==> src/rtl/tcc_pkg.sv <==
package tcc_pkg;

    // What a counter does at the next edge
    typedef enum logic [1:0] {
        ACT_HOLD = 2'd0,
        ACT_UP   = 2'd1,
        ACT_DOWN = 2'd2
    } cnt_act_e;

    // A coincident pulse and consume cancel each other out
    function automatic cnt_act_e tcc_pick_act(input logic up, input logic down);
        if (up && !down)
            return ACT_UP;
        else if (down && !up)
            return ACT_DOWN;
        else
            return ACT_HOLD;
    endfunction

endpackage

==> src/rtl/tcc_sat_counter.sv <==
module tcc_sat_counter #(
    parameter int MAX_VAL  = 8,
    parameter int INIT_VAL = 0,
    parameter int CNT_W    = $clog2(MAX_VAL + 1)
) (
    input  logic             clk,
    input  logic             rst_n,
    input  logic             up,
    input  logic             down,
    output logic [CNT_W-1:0] count,
    output logic             ovf
);
    import tcc_pkg::*;

    localparam logic [CNT_W-1:0] MAX_V  = CNT_W'(MAX_VAL);
    localparam logic [CNT_W-1:0] INIT_V = CNT_W'(INIT_VAL);
    localparam logic [CNT_W-1:0] ONE_V  = CNT_W'(1);

    typedef struct packed {
        logic [CNT_W-1:0] cnt;
        logic             ovf;
    } cnt_state_t;

    cnt_state_t st_d, st_q;
    cnt_act_e   act;

    always_comb begin
        st_d = st_q;
        act  = tcc_pick_act(up, down);
        unique case (act)
            ACT_UP: begin
                if (st_q.cnt == MAX_V)
                    st_d.ovf = 1'b1;
                else
                    st_d.cnt = st_q.cnt + ONE_V;
            end
            ACT_DOWN: begin
                if (st_q.cnt != '0)
                    st_d.cnt = st_q.cnt - ONE_V;
            end
            default: st_d = st_q;
        endcase
    end

    always_ff @(posedge clk or negedge rst_n) begin
        if (!rst_n) begin
            st_q.cnt <= INIT_V;
            st_q.ovf <= 1'b0;
        end else begin
            st_q <= st_d;
        end
    end

    assign count = st_q.cnt;
    assign ovf   = st_q.ovf;

endmodule

==> src/rtl/tcc_issue.sv <==
module tcc_issue (
    input  logic clk,
    input  logic rst_n,
    input  logic tok_avail,
    input  logic cred_avail,
    input  logic fifo_ok,
    input  logic stage_done,
    output logic start,
    output logic busy,
    output logic tok_pulse,
    output logic cred_pulse
);

    typedef struct packed {
        logic busy;
        logic tok_p;
        logic cred_p;
    } iss_state_t;

    iss_state_t st_d, st_q;
    logic       go;
    logic       finish;

    always_comb begin
        go     = !st_q.busy && tok_avail && cred_avail && fifo_ok;
        finish = st_q.busy && stage_done;
        st_d        = st_q;
        st_d.tok_p  = finish;
        st_d.cred_p = finish;
        if (go)
            st_d.busy = 1'b1;
        else if (finish)
            st_d.busy = 1'b0;
    end

    always_ff @(posedge clk or negedge rst_n) begin
        if (!rst_n)
            st_q <= '0;
        else
            st_q <= st_d;
    end

    assign start      = go;
    assign busy       = st_q.busy;
    assign tok_pulse  = st_q.tok_p;
    assign cred_pulse = st_q.cred_p;

endmodule

==> src/rtl/tcc_stage_ctrl.sv <==
module tcc_stage_ctrl #(
    parameter int TOK_MAX     = 8,
    parameter int CREDIT_MAX  = 8,
    parameter int CREDIT_INIT = 4,
    localparam int TW = $clog2(TOK_MAX + 1),
    localparam int CW = $clog2(CREDIT_MAX + 1)
) (
    input  logic          clk,
    input  logic          rst_n,
    input  logic          tok_in,
    input  logic          cred_in,
    input  logic          fifo_ok,
    input  logic          stage_done,
    output logic          stage_start,
    output logic          busy,
    output logic          tok_out,
    output logic          cred_out,
    output logic [TW-1:0] tok_cnt,
    output logic [CW-1:0] cred_cnt,
    output logic          err_tok_ovf,
    output logic          err_cred_ovf
);

    initial begin
        if (CREDIT_INIT < 1 || CREDIT_INIT > CREDIT_MAX)
            $error("CREDIT_INIT out of range");
    end

    logic start_w;

    // Tokens: data available upstream
    tcc_sat_counter #(
        .MAX_VAL (TOK_MAX),
        .INIT_VAL(0),
        .CNT_W   (TW)
    ) u_tok (
        .clk  (clk),
        .rst_n(rst_n),
        .up   (tok_in),
        .down (start_w),
        .count(tok_cnt),
        .ovf  (err_tok_ovf)
    );

    // Credits: free slots downstream, capped at the buffer depth
    tcc_sat_counter #(
        .MAX_VAL (CREDIT_INIT),
        .INIT_VAL(CREDIT_INIT),
        .CNT_W   (CW)
    ) u_cred (
        .clk  (clk),
        .rst_n(rst_n),
        .up   (cred_in),
        .down (start_w),
        .count(cred_cnt),
        .ovf  (err_cred_ovf)
    );

    tcc_issue u_issue (
        .clk       (clk),
        .rst_n     (rst_n),
        .tok_avail (tok_cnt != '0),
        .cred_avail(cred_cnt != '0),
        .fifo_ok   (fifo_ok),
        .stage_done(stage_done),
        .start     (start_w),
        .busy      (busy),
        .tok_pulse (tok_out),
        .cred_pulse(cred_out)
    );

    assign stage_start = start_w;

endmodule

==> config.mk <==
export PLATFORM = sky130hd
export DESIGN_NAME = tcc_stage_ctrl
export DESIGN_NICKNAME = d
export VERILOG_FILES = /design/src/rtl/tcc_pkg.sv /design/src/rtl/tcc_sat_counter.sv /design/src/rtl/tcc_issue.sv /design/src/rtl/tcc_stage_ctrl.sv
export SDC_FILE = /design/constraint.sdc
export NUM_CORES = 1
export LEC_CHECK = 0
export BUFFER_PORTS_ARGS = -buffer_cell sky130_fd_sc_hd__clkbuf_2
export CAP_MARGIN = 20
export CORE_MARGIN = 3
export CORE_UTILIZATION = 46
export DETAILED_ROUTE_END_ITERATION = 12
export GPL_TIMING_DRIVEN = 1
export PLACE_DENSITY = 0.73
export REMOVE_ABC_BUFFERS = 1
export SLEW_MARGIN = 20
export SYNTH_ARGS = -nofsm -noshare
export SYNTH_HDL_FRONTEND = slang
export SYNTH_HIERARCHICAL = 1
export SYNTH_SLANG_ARGS = --single-unit
==> constraint.sdc <==
create_clock -name clk -period 2.7 [get_ports clk]
set_clock_uncertainty 0.1 [all_clocks]
set_input_delay 0.405 -clock clk [delete_from_list [all_inputs] [get_ports clk]]
set_output_delay 0.405 -clock clk [all_outputs]
set_load 0.01 [all_outputs]
; Word level (Yosys, flattened, before mapping)
; Index checks and enable logic that the tools add are counted.
; Widths: inputs -> output; s select.
[op_classes]
eq_ne = 10
reduce_logical = 21
add_sub_neg = 4
n_mux = 12
[op_table]
columns = operator, n
row1 = $mux 4, 4
row2 = $pmux 4 s2, 2
row3 = $add 4x1->4 const B, 2
row4 = $logic_and 1x1->1, 8
row5 = $mux 2, 4
row6 = $reduce_bool 4->1, 2
row7 = $sub 4x1->4 const B, 2
row8 = $reduce_and 3->1, 2
row9 = $reduce_bool 2->1, 3
row10 = $eq 2x1->1 const B, 2
row11 = $eq 2x2->1 const B, 2
row12 = $eq 4x3->1 const B, 1
row13 = $eq 4x4->1 const B, 1
row14 = $logic_not 1->1, 4
row15 = $ne 2x1->1 const B, 2
row16 = $ne 2x2->1 const B, 2
row17 = $reduce_and 2->1, 2
row18 = $mux 1, 2
[totals]
out_inout_bits = 14
word_cells = 53
ff_bits = 12
inputBits = 6

; Logic depth before layout (Yosys ltp)
[logic_depth]
word_depth = 10
mapped_depth = 10
ltp_nobuf = 10

; Modules after synthesis
; The synthesis kept the hierarchy.
[by_module_without_submodules]
columns = mod, instances, cells_each, area_each_um2
row1 = tcc_sat_counter (u_tok), 1, 33, 355.3
row2 = tcc_sat_counter (u_cred), 1, 32, 339.1
row3 = tcc_issue, 1, 7, 82.6
row4 = tcc_stage_ctrl, 1, 2, 15.0

; Least setup slack after synthesis
; Ideal clock, no wire load.
[synth_path]
path_type = reg-to-reg
from = register u_cred.st_q, in the netlist u_cred/count[2]
to = register u_tok.st_q, in the netlist u_tok/count[1]
period_less_slack_ps = 2704
stages_incl_launch_ff = 9
setup_ps = 128
setup_slack_ps = -4
arrival_time_ps = 2477
t_required_ps = 2472
path_cell_list = dfstp_2 > or4_1 > nand3_1 > nor2_1 > ha_1 > nand2b_4 > or4_4 > nand2_1 > mux2_1
[synth_via]
elab_chain_len = 9
[synth_rtl]
columns = item, line_no
row1 = from (decl), tcc_sat_counter.sv:24  ; cnt_state_t st_d, st_q;
row2 = from (signal assigned), tcc_sat_counter.sv:50  ; st_q <= st_d;
row3 = $reduce_bool 4->1 *, tcc_stage_ctrl.sv:63  ; .cred_avail(cred_cnt != '0),
row4 = $logic_and 1x1->1 * (2 in a row), tcc_issue.sv:25  ; go = !st_q.busy && tok_avail && cred_avail && fifo_ok;
row5 = named net stage_start, tcc_stage_ctrl.sv:14  ; output logic stage_start,
row6 = $logic_and 1x1->1 or $logic_not 1->1 (tied branches), "tcc_pkg.sv:14, tcc_pkg.sv:12"
row7 = $mux 2 or $logic_and 1x1->1 (tied branches), "tcc_pkg.sv:14, tcc_pkg.sv:12"
row8 = $mux 2 *, tcc_pkg.sv:12  ; if (up && !down)
row9 = $eq 2x2->1 or $eq 2x1->1 (tied branches), tcc_sat_counter.sv:30  ; unique case (act)
row10 = "$ne 2x1->1 (no line), or another cell as far along", n/a
row11 = $reduce_and 3->1 (no line), n/a
row12 = to (signal assigned), tcc_sat_counter.sv:50
row13 = to (decl), tcc_sat_counter.sv:24
; Mark *: on every way through the listed nets, which the timed path passes. The rest lies on a longest branch.
; A chain may end at the register's enable or synchronous reset.

; Final worst setup path
[layout_path]
from = register u_cred.st_q, in the netlist u_cred/count[1]
to = register u_cred.st_q, in the netlist u_cred/count[2]
[layout_via]
elab_chain_len = 9
[layout_rtl]
columns = item, line_no
row1 = $reduce_bool 4->1, "tcc_sat_counter.sv:38, tcc_stage_ctrl.sv:63"
row2 = $logic_and 1x1->1 (2 in a row), tcc_issue.sv:25
row3 = $logic_and 1x1->1 or $logic_not 1->1 (tied branches), "tcc_pkg.sv:14, tcc_pkg.sv:12"
row4 = $mux 2 or $logic_and 1x1->1 (tied branches), "tcc_pkg.sv:14, tcc_pkg.sv:12"
row5 = $mux 2, tcc_pkg.sv:12
row6 = $eq 2x2->1 or $eq 2x1->1 (tied branches), tcc_sat_counter.sv:30
row7 = "$ne 2x1->1 (no line), or another cell as far along", n/a
row8 = $reduce_and 3->1 (no line), n/a
; Several ways; a longest one is shown, not always the timed one. The select of a mux whose other input is x is not followed.

==> metrics.yaml <==
status: "completed"
drcViolationCount: 0
dpl.hpwl_mm: 1.248
critical_path.reg2reg.endpoint: "u_cred/count[2]"
top_layer: "met3"
die_y_um: 47.50
fin_util_pct: 64.45
timing.final.crit_period_ns: 2.507
ant_nets: 0
clock.fmax_ghz: 0.3990
hold_depth: 2
synth_xor_xnor_area_share_pct: 5.529
firstDrtPassIters: 4
fin_tns_setup_ns: 0
synth_mux_area_share_pct: 4.107
clkSinkCount: 12
drive_above_1_share_pct: 40.00
worstReg2RegStart: "u_cred/count[1]"
numCtsBuffers: 3
hp-class: "primary input to flip-flop"
ys_seq_area_share_pct: 38.07
io_pins: 20
synthTopCellsByArea: "dfrtp_1 (35%), ha_1 (7.9%), dfstp_2 (3.3%)"
p_leak_nw: 0.4692
setup_viol_count_final: 0
endpoint_kind: "flip-flop"
synth_adder_area_share_pct: 7.899
clk_latency_ns: 0.27
cpPeakStageDelay_ns: 0.52
hold_violations: 0
die_area_um2: 2256
grt_pass1_wl_mm: 2.670
cts_buffer_depth: 2
worst-r2r-cell-count: 9
synth_ff_type: "dfrtp_1"
crit_fanout: 5
drtIter0Drc: 15
yosys.area.top_type: "dfrtp_1"
slew_viol_final: 0
wl_mm: 1.638
grt_overflow: 0
final_nets: 117
avgSynthCellArea_um2: 10.70
yosys.area.top_type_share_pct: 34.76
clkTransAtPathRegs_ns: 0.08
antenna_cells: 0
fin_cells: 121
grt_max_degree: 13
initial_core_util_pct: 50.80
period_share_pct: 92.84
maxCapViolCount: 0
viasPerCell: 5.628
grt_pass1_vias: 620
wl_per_cell_um: 13.54
synth_cells: 74
crit_chain: "or4_1 > nand3_1 > nor2_2 > nand2b_1 > xnor2_1 > ha_1 > or4b_4 > o21a_1 > o21ai_2"
ys_ff_latch: 12
ir_drop_mv: 0.5472
row_count: 14
pwr_density_cell_nw_per_um2: 1202
synth_top_family_by_area: "simple AND/OR/NAND/NOR gates"
whs_endpoint: "u_issue/busy"
die_x_um: 47.50
grt_usage_pct: 16.36
vias: 681
crit_start: "u_cred/count[1]"
synth-compound-area-share_pct: 15.32
slowest_stage: "or4_1"
cts-root-buf: "clkbuf_4"
m1WireLength_um: 841
worst_setup_path_start_kind: "flip-flop"
power_mw: 1.208
grt_antenna_before_repair: 0
crit_required_ns: 2.80
synth_edf_count: 0
core_area_um2: 1559
tritoncts: "built"
yosysWarningCount: 6
rsz0062_at_grt: "no"
regToRegSetupSlack_ns: 0.19
worstMarginPinSlew_ns: 0.4375
arrival_ns: 2.61
holdCritStartpoint: "stage_done"
path_class: "flip-flop to flip-flop"
gp_congestion: 0.7551
cts-htree-levels: 1
synthSimpleGateAreaFrac_pct: 25.75
synth.cell_area_um2: 792.0
met3WireLength_um: 55
ys_async_sr_fraction_pct: 100.0
synth_cell_types: 43
area_growth_pct: 26.86
wl_met2_um: 741
slew-limit-headroom_pct: 70.42
placedCellCount: 116
holdWs_ns: 0.2251
portBuffers: 19
## registers in the layout (all words and copies together), names as in the netlist
register	flops
u_issue/busy	1
u_tok/count	4
u_cred/ovf	1
u_tok/ovf	1
u_issue/cred_pulse	1
u_cred/count	4
## metal layers
layer	vias to the layer above	GRT usage [%]
li1	343	-
met1	325	24.48
met2	13	23.53
met3	0	4.511
met4	0	3.315
met5	-	0
## cells by family (layout without fill, tap and decap cells)
group / count (synthesis) / in the layout
compound gates: 18 / 18
mux: 3 / 3
xor+xnor: 5 / 5
flops: 12 / 12
fa+ha+maj: 5 / 5
buf+inv: 4 / 35
simple gates: 27 / 27
## how the worst max path moves through the flow
stage                     slack (ns)  depth (start not counted)               to
after global placement          0.20                          8   u_tok/count[1]
after detailed placement        0.18                          8   u_tok/count[1]
final                           0.19                          9  u_cred/count[2]
after floorplan               -0.005                          8   u_tok/count[1]
after CTS                       0.16                          8   u_tok/count[1]
after global routing            0.09                         10   u_tok/count[2]
## synth_stat cells, drive strengths merged, types with 2 or more instances
cell type	instances
dfrtp	11
a21oi	5
ha	5
nor2b	4
o21ai	4
or4	3
or4b	3
xnor2	3
buf	2
inv	2
mux2	2
nand2	2
nand2b	2
nand3	2
nand3b	2
nor3	2
xor2	2
## placed cells by master (no fill, tap or decap), types with 2 or more instances in the layout
cell type  netlist  final
or4_1            2      2
inv_1            2      2
nand2_1          2      2
xnor2_1          3      3
nor3_1           2      2
a21oi_1          5      5
or4b_1           2      2
dfrtp_1         11     11
o21ai_0          2      2
ha_1             5      5
xor2_1           2      2
nand3b_1         2      2
clkbuf_2         0     19
clkbuf_4         0      3
nor2b_1          3      3
nand3_1          2      2
buf_4            1      9
## report_power, final
| part | switching (mW) | internal, mW |
|---|---|---|
| combinational | 0.395 | 0.357 |
| clock | 0.0583 | 0.0819 |
| sequential | 0.0460 | 0.269 |
## layout make-up
type                            instances  area (µm²)
Multi-Input combinational cell         58       466.7
Inverter                                2       7.507
Sequential cell                        12       301.5
Timing Repair Buffer                   29       172.7
Clock buffer                            4       36.28
Tap cell                               16       20.02
Fill cell                             128       554.3
## per-stage QoR
stage               area (µm²)  setup WS, ns
floorplan                773.2     -0.004626
global placement         955.9        0.1962
detailed placement       955.9        0.1781
CTS                       1002        0.1635
global route              1005       0.09048
finish                    1005        0.1934
## worst max-delay path: cells and delay by family, from the launching register on
kind / cells / cell delay [ns]
compound gates: 2 / 0.29
fa+ha+maj: 1 / 0.20
flops: 1 / 0.39
simple gates: 5 / 1.37
xor+xnor: 1 / 0.09
## timing repair
action                                 in CTS  in global routing
hold buffers                                1                  0
gates resized for setup                     0                  1
setup buffers                               0                  0
setup endpoints to repair                   0                  1
endpoints found under the hold margin      11                  0
Power figures use the tool's default switching activity.
